<file path="src/rtl/sp_ctrl_pkg.sv">
package sp_ctrl_pkg;

  typedef enum logic [2:0] {
    ST_FETCH0 = 3'd0,
    ST_FETCH1 = 3'd1,
    ST_DECODE = 3'd2,
    ST_LDX_EX = 3'd3,
    ST_ADD_EX = 3'd4
  } state_e;

  typedef enum logic [1:0] {
    B1_PC = 2'd0,
    B1_X  = 2'd1,
    B1_Y  = 2'd2
  } bus1_e;

  typedef enum logic [1:0] {
    B2_BUS1 = 2'd0,
    B2_ALU  = 2'd1,
    B2_MEM  = 2'd2
  } bus2_e;

  typedef enum logic [2:0] {
    ALU_PASS = 3'd0,
    ALU_ADD  = 3'd1
  } alu_e;

  typedef enum logic [1:0] {
    IC_NONE = 2'd0,
    IC_LDX  = 2'd1,
    IC_ADD  = 2'd2
  } iclass_e;

  typedef struct packed {
    bus1_e b1;
    bus2_e b2;
    logic  mar_ld;
    logic  ir_ld;
    logic  x_ld;
    logic  y_ld;
    logic  opnd_ld;
    logic  ccr_ld;
    logic  pc_inc;
    logic  mem_wr;
    alu_e  alu;
  } ctrl_t;

endpackage

</file>
<file path="src/rtl/sp_ctrl_dec.sv">
module sp_ctrl_dec
  import sp_ctrl_pkg::*;
#(
  parameter int unsigned         OPC_W   = 8,
  parameter logic [OPC_W-1:0]    OPC_LDX = 8'h86,
  parameter logic [OPC_W-1:0]    OPC_ADD = 8'h42
) (
  input  logic [OPC_W-1:0] opc_i,
  output iclass_e          cls_o
);

  // exact full-width match only
  always_comb begin
    if (opc_i == OPC_LDX)      cls_o = IC_LDX;
    else if (opc_i == OPC_ADD) cls_o = IC_ADD;
    else                       cls_o = IC_NONE;
  end

endmodule

</file>
<file path="src/rtl/sp_ctrl_seq.sv">
module sp_ctrl_seq
  import sp_ctrl_pkg::*;
(
  input  logic    clk_i,
  input  logic    rst_ni,
  input  iclass_e cls_i,
  output state_e  state_o
);

  state_e state_q, state_d;

  always_comb begin
    state_d = ST_FETCH0;
    unique case (state_q)
      ST_FETCH0: state_d = ST_FETCH1;
      ST_FETCH1: state_d = ST_DECODE;
      ST_DECODE: begin
        unique case (cls_i)
          IC_LDX:  state_d = ST_LDX_EX;
          IC_ADD:  state_d = ST_ADD_EX;
          default: state_d = ST_FETCH0;
        endcase
      end
      default:   state_d = ST_FETCH0;
    endcase
  end

  always_ff @(posedge clk_i or negedge rst_ni) begin
    if (!rst_ni) state_q <= ST_FETCH0;
    else         state_q <= state_d;
  end

  assign state_o = state_q;

  a_r3_fetch_order: assert property (@(posedge clk_i) disable iff (!rst_ni)
    state_q == ST_FETCH0 |=> state_q == ST_FETCH1);

  a_r8_exec_returns: assert property (@(posedge clk_i) disable iff (!rst_ni)
    (state_q == ST_LDX_EX || state_q == ST_ADD_EX) |=> state_q == ST_FETCH0);

  a_r9_bad_opcode: assert property (@(posedge clk_i) disable iff (!rst_ni)
    (state_q == ST_DECODE && cls_i == IC_NONE) |=> state_q == ST_FETCH0);

endmodule

</file>
<file path="src/rtl/sp_ctrl_out.sv">
module sp_ctrl_out
  import sp_ctrl_pkg::*;
(
  input  logic    rst_ni,
  input  state_e  state_i,
  input  iclass_e cls_i,
  output ctrl_t   ctrl_o
);

  ctrl_t c;

  always_comb begin
    c = '0;
    unique case (state_i)
      ST_FETCH0: begin
        c.b1     = B1_PC;
        c.b2     = B2_BUS1;
        c.mar_ld = 1'b1;
      end
      ST_FETCH1: begin
        c.b2     = B2_MEM;
        c.ir_ld  = 1'b1;
        c.pc_inc = 1'b1;
      end
      ST_DECODE: begin
        unique case (cls_i)
          IC_LDX: begin
            c.b1     = B1_PC;
            c.b2     = B2_BUS1;
            c.mar_ld = 1'b1;
          end
          IC_ADD: begin
            c.b1      = B1_X;
            c.b2      = B2_BUS1;
            c.opnd_ld = 1'b1;
          end
          default: c = '0;
        endcase
      end
      ST_LDX_EX: begin
        c.b2     = B2_MEM;
        c.x_ld   = 1'b1;
        c.pc_inc = 1'b1;
      end
      ST_ADD_EX: begin
        c.b1     = B1_Y;
        c.b2     = B2_ALU;
        c.alu    = ALU_ADD;
        c.x_ld   = 1'b1;
        c.ccr_ld = 1'b1;
      end
      default: c = '0;
    endcase
    // strobes held quiet for the whole reset window
    ctrl_o = rst_ni ? c : '0;
  end

endmodule

</file>
<file path="src/rtl/sp_ctrl_unit.sv">
module sp_ctrl_unit
  import sp_ctrl_pkg::*;
#(
  parameter int unsigned      OPC_W   = 8,
  parameter logic [OPC_W-1:0] OPC_LDX = 8'h86,
  parameter logic [OPC_W-1:0] OPC_ADD = 8'h42,
  parameter int unsigned      FLAG_W  = 4
) (
  input  logic              clk_i,
  input  logic              rst_ni,
  input  logic [OPC_W-1:0]  ir_i,
  input  logic [FLAG_W-1:0] ccr_i,
  output logic [1:0]        bus1_sel_o,
  output logic [1:0]        bus2_sel_o,
  output logic              mar_ld_o,
  output logic              ir_ld_o,
  output logic              x_ld_o,
  output logic              y_ld_o,
  output logic              opnd_ld_o,
  output logic              ccr_ld_o,
  output logic              pc_inc_o,
  output logic [2:0]        alu_op_o,
  output logic              mem_wr_o
);

  iclass_e cls;
  state_e  state;
  ctrl_t   ctrl;

  // flags reach no decision with the current opcode set
  logic unused_ccr;
  assign unused_ccr = ^ccr_i;

  sp_ctrl_dec #(
    .OPC_W   (OPC_W),
    .OPC_LDX (OPC_LDX),
    .OPC_ADD (OPC_ADD)
  ) u_dec (
    .opc_i (ir_i),
    .cls_o (cls)
  );

  sp_ctrl_seq u_seq (
    .clk_i   (clk_i),
    .rst_ni  (rst_ni),
    .cls_i   (cls),
    .state_o (state)
  );

  sp_ctrl_out u_out (
    .rst_ni  (rst_ni),
    .state_i (state),
    .cls_i   (cls),
    .ctrl_o  (ctrl)
  );

  assign bus1_sel_o = ctrl.b1;
  assign bus2_sel_o = ctrl.b2;
  assign mar_ld_o   = ctrl.mar_ld;
  assign ir_ld_o    = ctrl.ir_ld;
  assign x_ld_o     = ctrl.x_ld;
  assign y_ld_o     = ctrl.y_ld;
  assign opnd_ld_o  = ctrl.opnd_ld;
  assign ccr_ld_o   = ctrl.ccr_ld;
  assign pc_inc_o   = ctrl.pc_inc;
  assign alu_op_o   = ctrl.alu;
  assign mem_wr_o   = ctrl.mem_wr;

  a_r10_one_bus2_load: assert property (@(posedge clk_i) disable iff (!rst_ni)
    $onehot0({mar_ld_o, ir_ld_o, x_ld_o, y_ld_o, opnd_ld_o}));

  a_r12_alu_only_add: assert property (@(posedge clk_i) disable iff (!rst_ni)
    alu_op_o != 3'd0 |-> (ccr_ld_o && bus2_sel_o == 2'd1));

  a_r5_ldx_fetch_operand: assert property (@(posedge clk_i) disable iff (!rst_ni)
    (state == ST_DECODE && cls == IC_LDX) |=> (x_ld_o && pc_inc_o && bus2_sel_o == 2'd2));

  a_r7_add_after_operand: assert property (@(posedge clk_i) disable iff (!rst_ni)
    (state == ST_DECODE && cls == IC_ADD) |=> (x_ld_o && ccr_ld_o && alu_op_o == 3'd1));

endmodule

</file>
<file path="config.mk">
export PLATFORM = sky130hd
export DESIGN_NAME = sp_ctrl_unit
export DESIGN_NICKNAME = d
export VERILOG_FILES = /design/src/rtl/sp_ctrl_pkg.sv /design/src/rtl/sp_ctrl_dec.sv /design/src/rtl/sp_ctrl_seq.sv /design/src/rtl/sp_ctrl_out.sv /design/src/rtl/sp_ctrl_unit.sv
export SDC_FILE = /design/constraint.sdc
export NUM_CORES = 1
export LEC_CHECK = 0
export CELL_PAD_IN_SITES_DETAIL_PLACEMENT = 1
export CELL_PAD_IN_SITES_GLOBAL_PLACEMENT = 1
export CORE_MARGIN = 1.5
export CORE_UTILIZATION = 19
export CTS_CLUSTER_DIAMETER = 150
export CTS_CLUSTER_SIZE = 20
export DETAILED_ROUTE_END_ITERATION = 6
export PLACE_DENSITY = 0.72
export REMOVE_ABC_BUFFERS = 1
export SYNTH_ARGS = -nofsm -noshare
export SYNTH_HDL_FRONTEND = slang
export SYNTH_SLANG_ARGS = --single-unit
</file>
<file path="constraint.sdc">
create_clock -name clk_i -period 1.3 [get_ports clk_i]
set_clock_uncertainty 0.05 [all_clocks]
set_input_delay 0.13 -clock clk_i [delete_from_list [all_inputs] [get_ports clk_i]]
set_output_delay 0.13 -clock clk_i [all_outputs]
set_load 0.03 [all_outputs]
</file>
==> impl_metrics.json, run 1 <==
{
  "slowest_stage": "dfrtp_2",
  "hold_path_class": "input port to register",
  "dr_total_vias": 373,
  "rows": 14,
  "grt_pass1_wl_um": 1610,
  "yosysUniqueCellTypes": 20,
  "die_y_um": 44.3,
  "synth-edff-count": 0,
  "clk_latency_ns": 0.23,
  "layout.nets": 84,
  "yosysWarnings": 0,
  "irDropWorstVdd_mv": 0.502,
  "grt_max_degree": 8,
  "p_clk_share_pct": 18.2,
  "vias_per_cell": 4.39,
  "worstHoldEndpoint": "u_seq.state_o[1]$_DFF_PN0_",
  "synth_top_family_by_area": "simple AND/OR/NAND/NOR gates",
  "pwr-share-seq_pct": 19.8,
  "reg2reg_from": "u_seq.state_o[1]$_DFF_PN0_",
  "synthXorXnorAreaFrac_pct": 0,
  "cp.arrival_ns": 1.28,
  "die_width_um": 44.3,
  "drt_iter0_drc": 6,
  "p_comb_share_pct": 62.0,
  "power.leakage_nw": 0.307,
  "rsz0062_at_grt": "yes",
  "max_freq_mhz": 683,
  "htree_levels": 1,
  "ys_top_cells_by_count": "buf_4 (8), nor2_1 (4), dfrtp_1 (3)",
  "clk_path_buf_depth": 2,
  "yosys.area.top_type": "dfrtp_1",
  "grt_usage_pct": 11.4,
  "diodes": 0,
  "p_switching_mw": 0.354,
  "final_max_slew_viol_count": 0,
  "violations": "setup timing",
  "tns_ns": -1.27,
  "fin_crit_sh_pct": 113,
  "cp_max_fo": 5,
  "syn_avg_cell_area_um2": 8.76,
  "yosysSeqAreaShare_pct": 23.2,
  "hold_depth": 5,
  "worstHoldStart": "ir_i[0]",
  "regToRegEndpoint": "u_seq.state_o[2]$_DFF_PN0_",
  "yosys.area_share.simple_pct": 44.0,
  "ys_ff_latch": 3,
  "worstRegToRegCells": 6,
  "ys.flop_type": "dfrtp_1",
  "io_pins": 29,
  "synth_area_leaders": "dfrtp_1 (23%), buf_4 (19%), and4bb_2 (7.7%)",
  "antenna_found_initial": 0,
  "wl_um": 974,
  "synth_fa_ha_area_share_pct": 0,
  "hold_viol_final": 0,
  "pre_cts_ws_ns": -0.216,
  "wire_per_inst_um": 11.5,
  "synthMuxAreaShare_pct": 0,
  "synthesis.instances": 37,
  "initial_core_util_pct": 20.8,
  "worstSetupEndpointType": "output pin",
  "worst_slack_ns": -0.163,
  "grt-ovfl-total": 0,
  "drt_pass1_iterations": 6,
  "switching_share_pct": 39.3,
  "power.density_nw_per_um2": 1360,
  "grt_pass1_vias": 375,
  "synthArstFlopShare_pct": 100,
  "root_buffer": "clkbuf_4",
  "period_needed_ns": 1.46,
  "drc": 0,
  "largest_register_ffs": 3,
  "numPortBuffers": 20,
  "cp.required_ns": 1.12,
  "syn_area_um2": 324,
  "syn2layout_area_growth_pct": 104,
  "status": "complete, but fails checks",
  "drv_cap": 0,
  "synth_compound_area_share_pct": 8.11,
  "core_area_um2": 1560,
  "r2r_slack_ns": -0.06,
  "hpwl_um": 624,
  "critPathLaunchType": "register",
  "cts_tree": "built",
  "cts_buffers": 3,
  "numClockSinks": 3,
  "setup_viol": 12,
  "yosysTopAreaCellShare_pct": 23.2,
  "ant_nets": 0,
  "yosysMostFrequentCell": "buf_4",
  "gp_congestion": 0.681,
  "path_cells": "buf_4, and4bb_2, buf_6",
  "p_int_mw": 0.546,
  "drive_gt1_share_pct": 59.4,
  "die_area_um2": 1960,
  "crit_type": "register to output pin",
  "max_stage_delay_ns": 0.43,
  "cts.clk_slew.worst_paths_ns": 0.04
}
cells in the final DEF (no fill, tap or decap), drive strengths merged:
cell type,count
dlygate4sd3,1
nor4,1
nand2b,1
clkdlybuf4s50,4
nand3b,1
and3b,2
dlygate4sd2,5
nor2,4
buf,25
and4bb,3
or3b,1
a21boi,2
nand2,2
o22ai,1
nor4bb,1
dfrtp,3
clkbuf,4
conb,4
a21oi,1
nor3,1
nand3,2
cells by family (layout without fill, tap and decap cells):
family / Yosys count / after routing
buf+inv: 10 / 39
flops: 3 / 3
other cells: 1 / 4
compound gates: 4 / 4
simple gates: 19 / 19
timing repair:
item / CTS / global route
hold endpoints to repair: 3 / 0
endpoints found under the setup margin: 11 / 12
hold buffers: 1 / 0
setup buffers: 6 / 3
pin swaps: 8 / 4
gates resized for setup: 22 / 7
gates cloned: 0 / 0
worst max-delay path: cells and delay by family (launching register included):
family	cells	cell delay, ns
DFF	1	0.43
buffers and inverters	2	0.29
and+or+nand+nor	1	0.34
routing by layer:
| metal | up-vias | global-route usage (%) | wire length [µm] |
|---|---|---|---|
| met4 | 0 | 7.27 | 0 |
| met2 | 19 | 18.8 | 561 |
| met3 | 0 | 2.86 | 55 |
| met1 | 171 | 13.1 | 357 |
| li1 | 183 | - | - |
| met5 | - | 0 | 0 |
power groups by stage:
stage | registers (mW) | logic [mW] | clock network (mW)
after CTS | 0.184 | 0.475 | 0.173
after floorplan | 0.172 | 0.216 | 0
after global routing | 0.185 | 0.600 | 0.180
after detailed placement | 0.189 | 0.358 | 0
final | 0.178 | 0.558 | 0.164
after global placement | 0.186 | 0.351 | 0
per-stage QoR:
stage | cells | hold WS (ns) | cell area [µm²] | total power, mW | util (%)
final | 85 | 0.412 | 662 | 0.900 | 42.5
after global placement | 71 | 0.411 | 489 | 0.537 | 31.4
after CTS | 82 | 0.398 | 608 | 0.832 | 39.0
after floorplan | 30 | -0.216 | 259 | 0.388 | -
after global routing | 85 | 0.453 | 662 | 0.965 | 42.5
after detailed placement | 71 | 0.409 | 489 | 0.547 | 31.4
worst max-delay path by stage:
stage	endpoint	start	depth (start not counted)
final	alu_op_o[0]	u_seq.state_o[1]$_DFF_PN0_	3
after global routing	bus1_sel_o[0]	u_seq.state_o[1]$_DFF_PN0_	4
after CTS	opnd_ld_o	u_seq.state_o[1]$_DFF_PN0_	4
after detailed placement	mar_ld_o	ir_i[0]	5
after global placement	bus1_sel_o[0]	ir_i[0]	5
after floorplan	ir_ld_o	u_seq.state_o[2]$_DFF_PN0_	1
layout make-up:
class / instances / area (µm²)
timing repair buffer: 35 / 323
sequential: 3 / 78.8
fill: 185 / 897
tap: 16 / 20.0
clock buffer: 4 / 26.3
multi-input combinational: 27 / 214
Power figures use the tool's default switching activity.
==> inputs of run 2 (changes only) <==
- CTS_CLUSTER_SIZE: 20 -> unset
- SETUP_SLACK_MARGIN: unset -> 0.5
==> impl_metrics.json, run 2 (same netlist as run 1, synthesis figures left out) <==
{
  "numPortBuffers": 20,
  "grt_max_degree": 8,
  "htree_levels": 1,
  "hold_path_class": "input port to async pin",
  "setup_viol": 13,
  "wire_per_inst_um": 11.9,
  "hold_viol_final": 0,
  "final_max_slew_viol_count": 0,
  "io_pins": 29,
  "syn2layout_area_growth_pct": 127,
  "reg2reg_from": "u_seq.state_o[1]$_DFF_PN0_",
  "vias_per_cell": 4.44,
  "numClockSinks": 3,
  "pre_cts_ws_ns": -0.216,
  "clk_path_buf_depth": 2,
  "dr_wl_met3_um": 77,
  "critPathLaunchType": "register",
  "grt_pass1_vias": 386,
  "p_clk_share_pct": 16.3,
  "crit_type": "register to output pin",
  "dr.max_layer_used": "met4",
  "final_cells": 87,
  "dp.cells": 71,
  "clk_latency_ns": 0.24,
  "largest_register_ffs": 3,
  "layout.nets": 86,
  "r2r_slack_ns": -0.05,
  "root_buffer": "clkbuf_4",
  "power.leakage_nw": 0.345,
  "cts_buffers": 3,
  "dr_total_vias": 386,
  "placed_cell_area_um2": 489,
  "status": "complete, but fails checks",
  "cts_tree": "built",
  "worstRegToRegCells": 6,
  "irDropWorstVdd_mv": 0.522,
  "wl_met2_um": 527,
  "wl_um": 1030,
  "drc": 2,
  "rsz0062_at_grt": "yes",
  "p_int_mw": 0.623,
  "cts.clk_slew.worst_paths_ns": 0.05,
  "gp_congestion": 0.681,
  "drive_gt1_share_pct": 70.4,
  "fin_crit_sh_pct": 114,
  "drt_pass1_iterations": 6,
  "whs_ns": 0.111,
  "initial_core_util_pct": 20.8,
  "rows": 14,
  "hpwl_um": 624,
  "final_cell_mix": "buf_6 (17), buf_4 (10), dlygate4sd2_1 (5), conb_1 (4)",
  "antenna_found_initial": 0,
  "die_width_um": 44.3,
  "wl_met1_um": 417,
  "total_power_mw": 1.03,
  "p_comb_share_pct": 65.2,
  "drt_iter0_drc": 5,
  "max_freq_mhz": 678,
  "cp.required_ns": 1.12,
  "grt-ovfl-total": 0,
  "grt_pass1_wl_um": 1700,
  "drv_cap": 0,
  "ant_nets": 0,
  "power.density_nw_per_um2": 1400,
  "regToRegEndpoint": "u_seq.state_o[2]$_DFF_PN0_",
  "violations": "DRC, setup timing",
  "diodes": 0,
  "die_y_um": 44.3,
  "core_area_um2": 1560,
  "cp.arrival_ns": 1.30,
  "switching_share_pct": 39.8,
  "layout_commonest_cell": "buf_6",
  "p_switching_mw": 0.411,
  "die_area_um2": 1960,
  "worstSetupEndpointType": "output pin",
  "grt_usage_pct": 12.1,
  "cp_max_fo": 5,
  "fin_area_um2": 737,
  "pwr-share-seq_pct": 18.5,
  "period_needed_ns": 1.48,
  "worst_slack_ns": -0.176
}
==> run 2: final cells by class <==
class	count	area (µm²)
repair buffers	37	359
multi-input cells	27	253
fillers	170	822
well taps	16	20.0
clock buffers	4	26.3
flip-flops and latches	3	78.8
==> run 2: power groups by stage <==
stage | registers (mW) | clock network [mW] | logic [mW]
floorplan | 0.172 | 0 | 0.216
finish | 0.191 | 0.169 | 0.674
global placement | 0.186 | 0 | 0.351
detailed placement | 0.189 | 0 | 0.358
CTS | 0.187 | 0.173 | 0.495
global route | 0.200 | 0.186 | 0.711
==> run 2: routing by layer <==
metal,global-route usage (%),up-vias
met3,2.86,2
li1,-,187
met1,13.9,176
met5,0,-
met2,20.3,21
met4,7.27,0
==> run 2: metrics by stage <==
| stage | util (%) | setup TNS [ns] |
|---|---|---|
| after floorplan | - | -0.439 |
| after global routing | 47.3 | -2.15 |
| final | 47.3 | -1.36 |
| after detailed placement | 31.4 | -1.16 |
| after global placement | 31.4 | -0.992 |
| after CTS | 39.8 | -0.862 |
==> run 2: critical path: stages, from the launching register on <==
cell and delay, ns:
dfrtp_2 0.43, buf_4 0.14, and4bb_2 0.34, buf_6 0.15
==> run 2: how the worst max path moves through the flow <==
stage	to	startpoint	cells after the start
after floorplan	ir_ld_o	u_seq.state_o[2]$_DFF_PN0_	1
after global placement	bus1_sel_o[0]	ir_i[0]	5
after detailed placement	mar_ld_o	ir_i[0]	5
after CTS	opnd_ld_o	u_seq.state_o[1]$_DFF_PN0_	4
after global routing	bus1_sel_o[0]	u_seq.state_o[1]$_DFF_PN0_	4
final	alu_op_o[0]	u_seq.state_o[1]$_DFF_PN0_	3
==> run 2: what timing repair did <==
item                       4_1_cts  5_1_grt
resized for setup               34       20
buffers inserted                 6        5
pin swaps                       10        8
hold endpoints to repair         3        0
setup endpoints to repair       14       17
hold buffers                     1        0
==> inputs of run 3 (changes only) <==
- SYNTH_HIERARCHICAL: unset -> 1
==> impl_metrics.json, run 3 <==
{
  "yosysUniqueCellTypes": 19,
  "p_comb_share_pct": 60.8,
  "grt_usage_pct": 11.7,
  "cp.required_ns": 1.12,
  "syn2layout_area_growth_pct": 134,
  "ant_nets": 0,
  "die_area_um2": 1940,
  "cts_tree": "built",
  "final_cells": 87,
  "cp_max_fo": 2,
  "clk_latency_ns": 0.25,
  "max_freq_mhz": 604,
  "yosysMostFrequentCell": "buf_4",
  "synthMuxAreaShare_pct": 0,
  "synthArstFlopShare_pct": 100,
  "yosys.area.top_type": "dfrtp_1",
  "endpoint": "mar_ld_o",
  "cts_hold_buf": 0,
  "fin_util_pct": 48.6,
  "yosys.area_share.simple_pct": 54.3,
  "syn_avg_cell_area_um2": 9.15,
  "violations": "setup timing",
  "cts.clk_slew.worst_paths_ns": 0.04,
  "synth-edff-count": 0,
  "syn_area_um2": 320,
  "p_switching_mw": 0.353,
  "regToRegEndpoint": "u_seq/state_o[1]$_DFF_PN0_",
  "synth_area_leaders": "dfrtp_1 (23%), buf_4 (14%), nand2b_1 (9.8%)",
  "layout.nets": 86,
  "rsz0062_at_grt": "yes",
  "hold_path_class": "input port to async pin",
  "yosysWarnings": 6,
  "grt_max_degree": 9,
  "rows": 14,
  "htree_levels": 1,
  "reg2reg_from": "u_seq/state_o[0]$_DFF_PN0_",
  "drv_cap": 0,
  "io_pins": 29,
  "diodes": 0,
  "r2r_slack_ns": 0.17,
  "period_needed_ns": 1.65,
  "numClockSinks": 3,
  "final_cell_mix": "buf_6 (15), buf_4 (12), conb_1 (4)",
  "pwr-share-seq_pct": 18.6,
  "largest_register_ffs": 3,
  "ys_top_cells_by_count": "buf_4 (6), nand2b_1 (5), dfrtp_1 (3)",
  "fillers": 185,
  "p_clk_share_pct": 20.6,
  "worstRegToRegCells": 4,
  "hold_viol_final": 0,
  "switching_share_pct": 41.5,
  "dr_total_vias": 399,
  "die_y_um": 44.1,
  "drc": 0,
  "root_buffer": "clkbuf_4",
  "final_max_slew_viol_count": 0,
  "worstSetupEndpointType": "output pin",
  "drt_iter0_drc": 2,
  "cts_buffers": 3,
  "grt_pass1_wl_um": 1640,
  "synth_fa_ha_area_share_pct": 0,
  "initial_core_util_pct": 20.8,
  "gp_congestion": 0.640,
  "layout_commonest_cell": "buf_6",
  "drive_gt1_share_pct": 67.6,
  "whs_ns": 0.136,
  "power.density_nw_per_um2": 1130,
  "synthXorXnorAreaFrac_pct": 0,
  "dp.cells": 78,
  "status": "complete, but fails checks",
  "clk_path_buf_depth": 2,
  "crit_type": "input port to output pin",
  "synthesis.instances": 35,
  "crit_start": "ir_i[3]",
  "irDropWorstVdd_mv": 0.324,
  "core_area_um2": 1540,
  "yosysSeqAreaShare_pct": 23.4,
  "yosysTopAreaCellShare_pct": 23.4,
  "grt_pass1_vias": 386,
  "vias_per_cell": 4.59,
  "hpwl_um": 699,
  "drt_pass1_iterations": 2,
  "ys_ff_latch": 3,
  "synth_top_family_by_area": "simple AND/OR/NAND/NOR gates",
  "pre_cts_ws_ns": -0.750,
  "worst_slack_ns": -0.355,
  "cp.arrival_ns": 1.47,
  "total_power_mw": 0.851,
  "die_width_um": 44.1,
  "ys.flop_type": "dfrtp_1",
  "numPortBuffers": 20,
  "grt-ovfl-total": 0,
  "wl_um": 1030,
  "power.leakage_nw": 0.352,
  "critPathLaunchType": "input port",
  "fin_crit_sh_pct": 127,
  "wire_per_inst_um": 11.9,
  "synth_compound_area_share_pct": 7.03,
  "setup_viol": 13,
  "antenna_found_initial": 0,
  "p_int_mw": 0.498
}
-- run 3: changes by cell type after synthesis, moves of 2 or more --
cell,before,now
buf_4,8,6
and3b_2,0,2
a21boi_1,2,0
and4bb_2,2,0
and3b_1,2,0
nand3_1,2,0
nor3_1,0,2
nand2b_1,1,5
nor2_1,4,0
-- run 3: worst min path at each step --
stage,endpoint,start,slack (ns)
final,u_seq/state_o[2]$_DFF_PN0_,rst_ni,0.14
after CTS,u_seq/state_o[0]$_DFF_PN0_,rst_ni,0.15
after floorplan,u_seq/state_o[0]$_DFF_PN0_,rst_ni,-0.22
after detailed placement,u_seq/state_o[0]$_DFF_PN0_,rst_ni,0.39
after global routing,u_seq/state_o[2]$_DFF_PN0_,rst_ni,0.16
after global placement,u_seq/state_o[2]$_DFF_PN0_,rst_ni,0.39
-- run 3: critical path, cell delays in order --
cell and delay (ns):
buf_6 0.09, or4_4 0.54, nor4b_4 0.25, buf_4 0.16, nand2b_4 0.11, a21oi_2 0.05, buf_6 0.14
-- run 3: power groups by stage --
stage	sequential [mW]	clock, mW	combinational (mW)
floorplan	0.177	0	0.200
global placement	0.148	0	0.409
detailed placement	0.150	0	0.415
CTS	0.152	0.168	0.474
global route	0.170	0.185	0.553
finish	0.159	0.175	0.517
-- run 3: what timing repair did --
item	CTS	global route
endpoints found under the setup margin	14	14
pin swaps	7	8
gates resized for setup	33	12
setup buffers	4	1
-- run 3: metal layers --
layer,share of wire [%],global-route usage [%],up-vias,wire length (µm)
li1,-,-,192,-
met1,34,11.3,183,349
met2,58,22.9,22,595
met3,5.9,1.22,2,61
met4,2.6,7.27,0,27
met5,0,0,-,0
-- run 3: cell type report --
type                       count  area, µm²  area share, %
clock buffer                   4       26.3           3.51
multi-input combinational     29        294           39.2
sequential                     3       75.1           10.0
tap                           16       20.0           2.67
timing repair buffer          35        334           44.6
-- run 3: logic make-up after synthesis --
| kind of cell | Yosys count |
|---|---|
| AOI/OAI and AO/OA | 3 |
| buffers and inverters | 6 |
| DFF | 3 |
| other | 1 |
| and+or+nand+nor | 22 |
-- run 3: per-stage QoR --
stage               area, µm²  setup TNS [ns]
finish                    749           -2.67
global route              749           -3.56
CTS                       684           -2.78
detailed placement        554           -4.95
global placement          554           -4.46
floorplan                 287           -3.61
